--- config.mk ---
export PLATFORM = sky130hd
export DESIGN_NAME = ulpi_pin_guard
export DESIGN_NICKNAME = d
export VERILOG_FILES = /design/src/rtl/ulpi_guard_pkg.sv /design/src/rtl/ulpi_guard_ctrl.sv /design/src/rtl/ulpi_guard_dp.sv /design/src/rtl/ulpi_pin_guard.sv
export SDC_FILE = /design/constraint.sdc
export NUM_CORES = 1
export LEC_CHECK = 0
export BUFFER_PORTS_ARGS = -buffer_cell sky130_fd_sc_hd__buf_2
export CAP_MARGIN = 20
export CORE_AREA = 10 10 47 49
export CTS_CLUSTER_SIZE = 16
export DETAILED_ROUTE_END_ITERATION = 8
export DIE_AREA = 0 0 57 59
export GPL_ROUTABILITY_DRIVEN = 0
export HOLD_SLACK_MARGIN = 0.05
export PLACE_DENSITY = 0.54
export SLEW_MARGIN = 20
export SYNTH_ARGS = -nofsm -noshare
export SYNTH_HDL_FRONTEND = slang
export SYNTH_HIERARCHICAL = 1
export SYNTH_SLANG_ARGS = --single-unit
--- constraint.sdc ---
create_clock -name clk -period 1.3 [get_ports clk]
set_input_delay 0.195 -clock clk [delete_from_list [all_inputs] [get_ports clk]]
set_output_delay 0.195 -clock clk [all_outputs]
set_load 0.03 [all_outputs]
--- src/rtl/ulpi_guard_pkg.sv ---
package ulpi_guard_pkg;
  // Strobes from the control half to the datapath half.
  typedef struct packed {
    logic holding;     // reset or post-reset DIR hold in force
    logic csActive;    // synchronized chip select, 1 = selected
    logic pllLatched;  // chip has been selected since reset
  } guard_strobe_t;
endpackage

--- src/rtl/ulpi_guard_ctrl.sv ---
module ulpi_guard_ctrl
  import ulpi_guard_pkg::*;
#(
  parameter int SYNC_STAGES = 2,
  parameter int HOLD_CYCLES = 4
) (
  input  logic          clk,
  input  logic          rstN,
  input  logic          csN,
  output guard_strobe_t strobes
);
  localparam int CNT_W = $clog2(HOLD_CYCLES + 1);
  localparam logic [CNT_W-1:0] HOLD_END = CNT_W'(HOLD_CYCLES);

  logic [SYNC_STAGES-1:0] rstPipe;
  logic [SYNC_STAGES-1:0] csPipe;
  logic [CNT_W-1:0]       holdCnt;
  logic                   pllSeen;
  logic                   rstRel;
  logic                   csActive;

  // Reset release synchronizer: asserts at once, releases on the clock.
  always_ff @(posedge clk or negedge rstN) begin
    if (!rstN) rstPipe <= '0;
    else       rstPipe <= {rstPipe[SYNC_STAGES-2:0], 1'b1};
  end
  assign rstRel = rstPipe[SYNC_STAGES-1];

  // Chip select synchronizer keeps running through reset, so that
  // deselection still reaches the drivers while reset is held.
  always_ff @(posedge clk) begin
    csPipe <= {csPipe[SYNC_STAGES-2:0], ~csN};
  end
  assign csActive = csPipe[SYNC_STAGES-1];

  // Post-release DIR hold counter.
  always_ff @(posedge clk or negedge rstN) begin
    if (!rstN)                            holdCnt <= '0;
    else if (rstRel && holdCnt != HOLD_END) holdCnt <= holdCnt + 1'b1;
  end

  // Sticky record that the chip has been selected since reset.
  always_ff @(posedge clk or negedge rstN) begin
    if (!rstN)         pllSeen <= 1'b0;
    else if (csActive) pllSeen <= 1'b1;
  end

  assign strobes.holding    = (holdCnt != HOLD_END);
  assign strobes.csActive   = csActive;
  assign strobes.pllLatched = pllSeen;
endmodule

--- src/rtl/ulpi_guard_dp.sv ---
module ulpi_guard_dp
  import ulpi_guard_pkg::*;
(
  input  logic          clk,
  input  logic          rstN,
  input  guard_strobe_t strobes,
  input  logic          stpIn,
  input  logic          linkTxBusy,
  input  logic          phyDirReq,
  input  logic          protDis,
  output logic          dirOut,
  output logic          dirOe,
  output logic          nxtOe,
  output logic          dataOe,
  output logic          dataPullDn,
  output logic          stpQual,
  output logic          pllPwrReq
);
  logic protFlag;
  logic stpWindow;

  assign dirOut    = strobes.holding | phyDirReq;
  // STP is expected only while the link is transmitting to the PHY.
  assign stpWindow = ~dirOut & linkTxBusy;

  always_ff @(posedge clk or negedge rstN) begin
    if (!rstN) protFlag <= 1'b0;
    else       protFlag <= strobes.csActive & stpIn & ~stpWindow;
  end

  assign dirOe      = strobes.csActive;
  assign nxtOe      = strobes.csActive;
  assign dataOe     = strobes.csActive & ~strobes.holding & phyDirReq;
  assign dataPullDn = protFlag & ~protDis;
  assign stpQual    = strobes.csActive & stpIn;
  assign pllPwrReq  = strobes.pllLatched | strobes.csActive;
endmodule

--- src/rtl/ulpi_pin_guard.sv ---
module ulpi_pin_guard
  import ulpi_guard_pkg::*;
#(
  parameter int SYNC_STAGES = 2,
  parameter int HOLD_CYCLES = 4
) (
  input  logic clk,
  input  logic rstN,
  input  logic csN,
  input  logic stpIn,
  input  logic linkTxBusy,
  input  logic phyDirReq,
  input  logic protDis,
  output logic dirOut,
  output logic dirOe,
  output logic nxtOe,
  output logic dataOe,
  output logic dataPullDn,
  output logic stpQual,
  output logic pllPwrReq
);
  guard_strobe_t strobes;

  ulpi_guard_ctrl #(
    .SYNC_STAGES(SYNC_STAGES),
    .HOLD_CYCLES(HOLD_CYCLES)
  ) ctrl_i (
    .clk    (clk),
    .rstN   (rstN),
    .csN    (csN),
    .strobes(strobes)
  );

  ulpi_guard_dp dp_i (
    .clk       (clk),
    .rstN      (rstN),
    .strobes   (strobes),
    .stpIn     (stpIn),
    .linkTxBusy(linkTxBusy),
    .phyDirReq (phyDirReq),
    .protDis   (protDis),
    .dirOut    (dirOut),
    .dirOe     (dirOe),
    .nxtOe     (nxtOe),
    .dataOe    (dataOe),
    .dataPullDn(dataPullDn),
    .stpQual   (stpQual),
    .pllPwrReq (pllPwrReq)
  );
endmodule

# Yosys cells after proc, flatten, opt, wreduce, memory -nomap -nowiden
# Cells that the tools add are included.
[word_totals] regBits=9 in_bits=7 word_cells=21 out_inout_bits=7
[op_classes] n_bitwise=13 reduce_logical=1 n_addsub=1 n_eq_ne=1
[ops] op="$and 1x1->1" n=6
[ops] op="$not 1->1" n=5
[ops] op="$add 3x1->3 const B" n=1
[ops] op="$ne 3x3->1 const B" n=1
[ops] op="$or 1x1->1" n=2
[ops] op="$logic_and 1x1->1" n=1

# Longest topological paths before layout
# Gate-level depths: netlist of the first run.
[depth] depth_word=6 mapped_depth=5

# Cells and area by module
# Netlist of the first run, hierarchy kept.
[by_module_without_submodules] module="ulpi_guard_ctrl" area_per_inst_um2=307.8 instances=1 cells_each=24
[by_module_without_submodules] module="ulpi_guard_dp" area_per_inst_um2=87.6 instances=1 cells_each=11

# Worst setup path after synthesis of the first run
# Ideal clock, no wire load.
[synth_timing] path_kind="flip-flop to output port" start="reg ctrl_i.holdCnt[0]" end="out dataOe" path_buffers=0 stages_incl_launch_ff=5 arrival_ps=1131 setup_slack_ps=-26 t_required_ps=1105 cell_sequence="dfrtp_1 inv_1 ha_1 nand2_1 nor2_1"
[synth_lines] item="start, declared" line="ulpi_guard_ctrl.sv:17" text="logic [CNT_W-1:0] holdCnt;"
[synth_lines] item="start signal, assigned" line="ulpi_guard_ctrl.sv:39" text="else if (rstRel && holdCnt != HOLD_END) holdCnt <= holdCnt + 1'b1;"
[synth_lines] item="end, declared" line="ulpi_pin_guard.sv:17" text="output logic dataOe,"

==> results.json, run 1 <==
{
  "cts_tree": "yes",
  "reg2reg_depth": 5,
  "crit_arrival_ns": 1.22,
  "report.final.hold_viol_count": 0,
  "cp_common_cell": "inv_2",
  "holdWs_ns": 0.0712,
  "synth_top_area_cell": "dfrtp_1",
  "vias": 288,
  "cts_sinks": 9,
  "worst_path_dominant_cell_family": "flip-flops",
  "syn_area_um2": 395,
  "r2r-start": "ctrl_i/holdCnt[0]",
  "synth_top_area_frac": 0.443,
  "ys_seq_area_frac": 0.544,
  "violations": "negative setup slack",
  "insertion_delay_ns": 0.27,
  "power_density_nw_per_um2": 1860,
  "via_per_inst": 4.06,
  "yosysUniqueCellTypes": 16,
  "die_area_um2": 3360,
  "dp.cells": 64,
  "synth.avg_cell_area_um2": 11.3,
  "initial_core_util": 0.282,
  "p_leak_nw": 0.286,
  "hp-start": "csN",
  "io_buffers": 13,
  "slew_violations": 0,
  "yosys_most_used_dff": "dfrtp_1",
  "htree_levels": 1,
  "crit_chain": "inv_2 -> ha_4 -> nand2_4 -> nor2_4 -> inv_2 -> buf_6",
  "pin_count": 14,
  "crit_path_end_kind": "output pin",
  "synthToLayoutAreaGrowth_pct": 47.8,
  "status": "finished, violations left",
  "r2r_slack_ns": -0.03,
  "clkTransAtPathRegs_ns": 0.06,
  "worstSetupPathType": "reg2out",
  "grtUsageTotal": 0.0518,
  "cts_root_buf": "clkbuf_4",
  "synthCells": 35,
  "hpwl_um": 582,
  "ys_seq_elements": 9,
  "whs_endpoint": "ctrl_i/csPipe[0]",
  "path_max_fanout": 2,
  "setup_viol": 3,
  "drt-total-wl_um": 743,
  "rsz0062_at_grt": "true",
  "grt_antenna_before_repair": 0,
  "start_kind": "register",
  "synth_nets": 44,
  "synth_most_common_cell": "dfrtp_1",
  "synth.area.top_cells": "dfrtp_1, dfxtp_1, buf_4, ha_1, a21boi_2",
  "ir_drop_mv": 0.857,
  "synth_edf_count": 0,
  "grt_pass1_vias": 311,
  "drt_iter0_markers": 2,
  "wire_per_inst_um": 10.5,
  "fin_cells": 71,
  "antenna_cells": 0,
  "maxCapViolations": 0,
  "fin_skew_ns": 0.00266,
  "drcViolationCount": 0,
  "hold_depth": 2,
  "synth_async_sr_flop_share": 0.778,
  "total_power_mw": 1.09,
  "reg2reg_to": "ctrl_i/holdCnt[1]",
  "rows": 14,
  "period_minus_slack_ns": 1.41,
  "ant_nets": 0,
  "fillers": 152,
  "cts.path.max_buffers": 2,
  "layout-drive-gt1-share": 0.655,
  "yosysWarningCount": 6,
  "die_y_um": 59,
  "grt_pass1_wl_mm": 1.28,
  "fp.dieW_um": 57,
  "core_area_um2": 1400,
  "cp_slowest_stage_delay_ns": 0.40,
  "synth_common_cells": "dfrtp_1, buf_4, inv_1",
  "cp_num_buf_inv": 3,
  "layout_setup_ws_ns": -0.112,
  "cp_data_required_time_ns": 1.11,
  "fmax_mhz": 708,
  "path_depth": 6,
  "nets": 65,
  "fin_crit_sh": 1.09,
  "first_pass_iters": 3,
  "gr-total-overflow": 0,
  "numCtsBuffers": 3,
  "grt_max_degree": 8,
  "hp-class": "in2reg",
  "slowest_stage": "dfrtp_1"
}
## report_power, final
part,switching [mW],internal (mW),total [mW]
clock,0.104,0.114,0.218
sequential,0.0495,0.338,0.387
combinational,0.213,0.271,0.484
total,0.366,0.722,1.09
## final cells by class
cell class	count	area, um^2	area share
flip-flops and latches	9	215	0.368
multi-input cells	18	168	0.287
repair buffers	20	139	0.238
clock buffers	3	22.5	0.0385
well taps	16	20.0	0.0343
inverters	4	15.0	0.0257
clock inverters	1	5.00	0.00857
## placed cells by master (no fill, tap or decap), types with 2 or more instances in the layout
master and n:
buf_2 10, dfrtp_1 7, buf_4 6, clkbuf_4 3, inv_2 3, buf_6 3
a21boi_2 2, nor2b_1 2, dfxtp_1 2
## routing by layer
layer | wire (um) | vias to the layer above | track usage
li1 | - | 143 | -
met1 | 268 | 133 | 0.0423
met2 | 383 | 8 | 0.0806
met3 | 65 | 4 | 0.0365
met4 | 26 | 0 | 0.0503
met5 | 0 | - | 0
## flip-flops by register name, indices dropped and copies added (netlist names)
signal	cells
ctrl_i/holdCnt	3
ctrl_i/rstPipe	2
dp_i/protFlag	1
ctrl_i/pllSeen	1
ctrl_i/csPipe	2
## worst max-delay path by stage
stage | from | end | slack [ns]
floorplan | ctrl_i/holdCnt[0] | dirOut | 0.08
global placement | ctrl_i/holdCnt[0] | dirOut | 0.006
detailed placement | ctrl_i/holdCnt[0] | dirOut | 0.0005
CTS | ctrl_i/holdCnt[0] | dirOut | -0.14
global route | ctrl_i/holdCnt[0] | dirOut | -0.18
finish | ctrl_i/holdCnt[0] | dirOut | -0.11
## stage by stage
stage	TNS, ns	cell area (um^2)	util	setup slack [ns]
after CTS	-0.283	582	0.415	-0.136
after detailed placement	0	483	0.345	0.000523
after floorplan	0	398	-	0.0799
after global routing	-0.457	584	0.417	-0.184
after global placement	0	483	0.345	0.00605
final	-0.242	584	0.417	-0.112
## cells by family after synthesis
group | Yosys count | share of synthesized area
AOI/OAI and AO/OA | 4 | 0.0854
xor gates and xnor gates | 1 | 0.0222
adders and majority gates | 2 | 0.0633
buffers and inverters | 8 | 0.114
DFF | 9 | 0.544
muxes | 1 | 0.0380
other | 1 | 0.00948
and+or+nand+nor | 9 | 0.123
## timing repair
| item | CTS | global route |
|---|---|---|
| endpoints found under the hold margin | 7 | 0 |
| endpoints found under the setup margin | 3 | 5 |
| pin swaps | 2 | 1 |
| resized for setup | 15 | 1 |
| hold buffers | 1 | 0 |
| buffers inserted | 2 | 0 |
Note: power is estimated with default switching activity, not from simulation.
==> run 2: changes to the inputs <==
CTS_BUF_LIST = sky130_fd_sc_hd__clkbuf_2 sky130_fd_sc_hd__clkbuf_4 sky130_fd_sc_hd__clkbuf_8   (was default)
TNS_END_PERCENT = 20   (was default)
==> run 2 against run 1 <==
The run still ends with negative setup slack left. Global-route usage is the same. Critical path depth is the same. Via count is the same. Design area is the same. Setup slack is the same. Routed wire length is the same. Hold slack is the same. Fmax is the same. Final cell count is the same. Total power is the same. Register-to-register slack is essentially flat. Count of clock-buffer cells in the layout is the same. Critical path type unchanged. Largest power group unchanged.
==> results.json, run 2 (synthesized netlist as in run 1, its figures left out) <==
{
  "status": "finished, violations left",
  "violations": "negative setup slack",
  "period_minus_slack_ns": 1.41,
  "grtUsageTotal": 0.0518,
  "core_area_um2": 1400,
  "place_area_um2": 483,
  "slew_violations": 0,
  "drcViolationCount": 0,
  "maxCapViolations": 0,
  "drt_iter0_markers": 2,
  "first_pass_iters": 3,
  "fin_crit_sh": 1.09,
  "vias": 288,
  "grt_antenna_before_repair": 0,
  "rows": 14,
  "layout-drive-gt1-share": 0.655,
  "drt-total-wl_um": 743,
  "ant_nets": 0,
  "worstSetupPathType": "reg2out",
  "hpwl_um": 582,
  "crit_path_end_kind": "output pin",
  "synthToLayoutAreaGrowth_pct": 47.8,
  "start_kind": "register",
  "dp_slack_ns": 0.000523,
  "initial_core_util": 0.282,
  "wire_per_inst_um": 10.5,
  "fin_cells": 71,
  "clkTransAtPathRegs_ns": 0.06,
  "die_y_um": 59,
  "cts.path.max_buffers": 2,
  "via_per_inst": 4.06,
  "grt_pass1_vias": 311,
  "largest_reg_flops": 3,
  "dp.cells": 64,
  "final_cell_mix": "buf_2, dfrtp_1, buf_4",
  "finalSetupTns_ns": -0.242,
  "fp.dieW_um": 57,
  "fin_skew_ns": 0.00266,
  "report.final.hold_viol_count": 0,
  "io_buffers": 13,
  "register_area_um2": 215,
  "utilization": 0.417,
  "path_max_fanout": 2,
  "fillers": 152,
  "cp_data_required_time_ns": 1.11,
  "grt_pass1_wl_mm": 1.28,
  "grt_max_degree": 8,
  "final_common_cell": "buf_2",
  "numCtsBuffers": 3,
  "cts_sinks": 9,
  "die_area_um2": 3360,
  "power_density_nw_per_um2": 1860,
  "crit_arrival_ns": 1.22,
  "reg.largest.list": "ctrl_i/holdCnt (3), ctrl_i/csPipe (2), ctrl_i/rstPipe (2)",
  "rsz0062_at_grt": "true",
  "antenna_cells": 0,
  "cts_tree": "yes",
  "multi_input_area_um2": 168,
  "gr-total-overflow": 0,
  "nets": 65,
  "fmax_mhz": 708,
  "insertion_delay_ns": 0.27,
  "regMostFlops": "ctrl_i/holdCnt",
  "htree_levels": 1,
  "hp-class": "in2reg",
  "pin_count": 14,
  "cts_root_buf": "clkbuf_4",
  "ir_drop_mv": 0.857,
  "layout_setup_ws_ns": -0.112,
  "r2r_slack_ns": -0.03,
  "final_area_um2": 584,
  "setup_viol": 3,
  "p_leak_nw": 0.286
}
[run 2: cell counts in the layout (fill, tap and decap cells not counted)]
Identical to the previous run, type by type.
[run 2: through the flow]
stage	total power, mW	hold WS (ns)
6_report	1.09	0.0712
5_1_grt	1.18	0.0584
4_1_cts	1.10	0.0663
3_5_place_dp	0.737	0.0361
3_3_place_gp	0.726	0.0378
2_1_floorplan	0.612	-0.101
[run 2: layer usage]
layer	vias up	GRT usage	wire, um	part of all wire
met2	8	0.0806	383	0.52
met3	4	0.0365	65	0.087
met5	-	0	0	0
li1	143	-	-	-
met4	0	0.0503	26	0.035
met1	133	0.0423	268	0.36
[run 2: power by group]
group	total, mW	internal (mW)	switching (mW)
Combinational	0.484	0.271	0.213
Sequential	0.387	0.338	0.0495
Clock	0.218	0.114	0.104
Total	1.09	0.722	0.366
[run 2: cell type report]
cell class,instances,area share
clock buffers,3,0.0385
clock inverters,1,0.00857
flip-flops and latches,9,0.368
well taps,16,0.0343
repair buffers,20,0.238
inverters,4,0.0257
multi-input cells,18,0.287
[run 2: repair_timing]
item | 4_1_cts | 5_1_grt
endpoints found under the hold margin | 7 | 0
cloned | 0 | 0
buffers inserted | 2 | 0
hold buffers | 1 | 0
endpoints found under the setup margin | 3 | 5
pin swaps | 2 | 1
resized for setup | 15 | 1
[run 2: final timing paths]
kind	cells after the start	to	start
worst min-delay path	2	ctrl_i/csPipe[0]	csN
worst min register to register	0	ctrl_i/csPipe[1]	ctrl_i/csPipe[0]
worst max-delay path	6	dirOut	ctrl_i/holdCnt[0]
worst max register to register	5	ctrl_i/holdCnt[1]	ctrl_i/holdCnt[0]
max in group asynchronous	2	ctrl_i/holdCnt[2]	rstN
min in group asynchronous	2	dp_i/protFlag	rstN
[run 2: critical path, cell delays in order, from the launching register on]
cell	delay [ns]
dfrtp_1	0.40
inv_2	0.08
ha_4	0.14
nand2_4	0.06
nor2_4	0.10
inv_2	0.04
buf_6	0.13
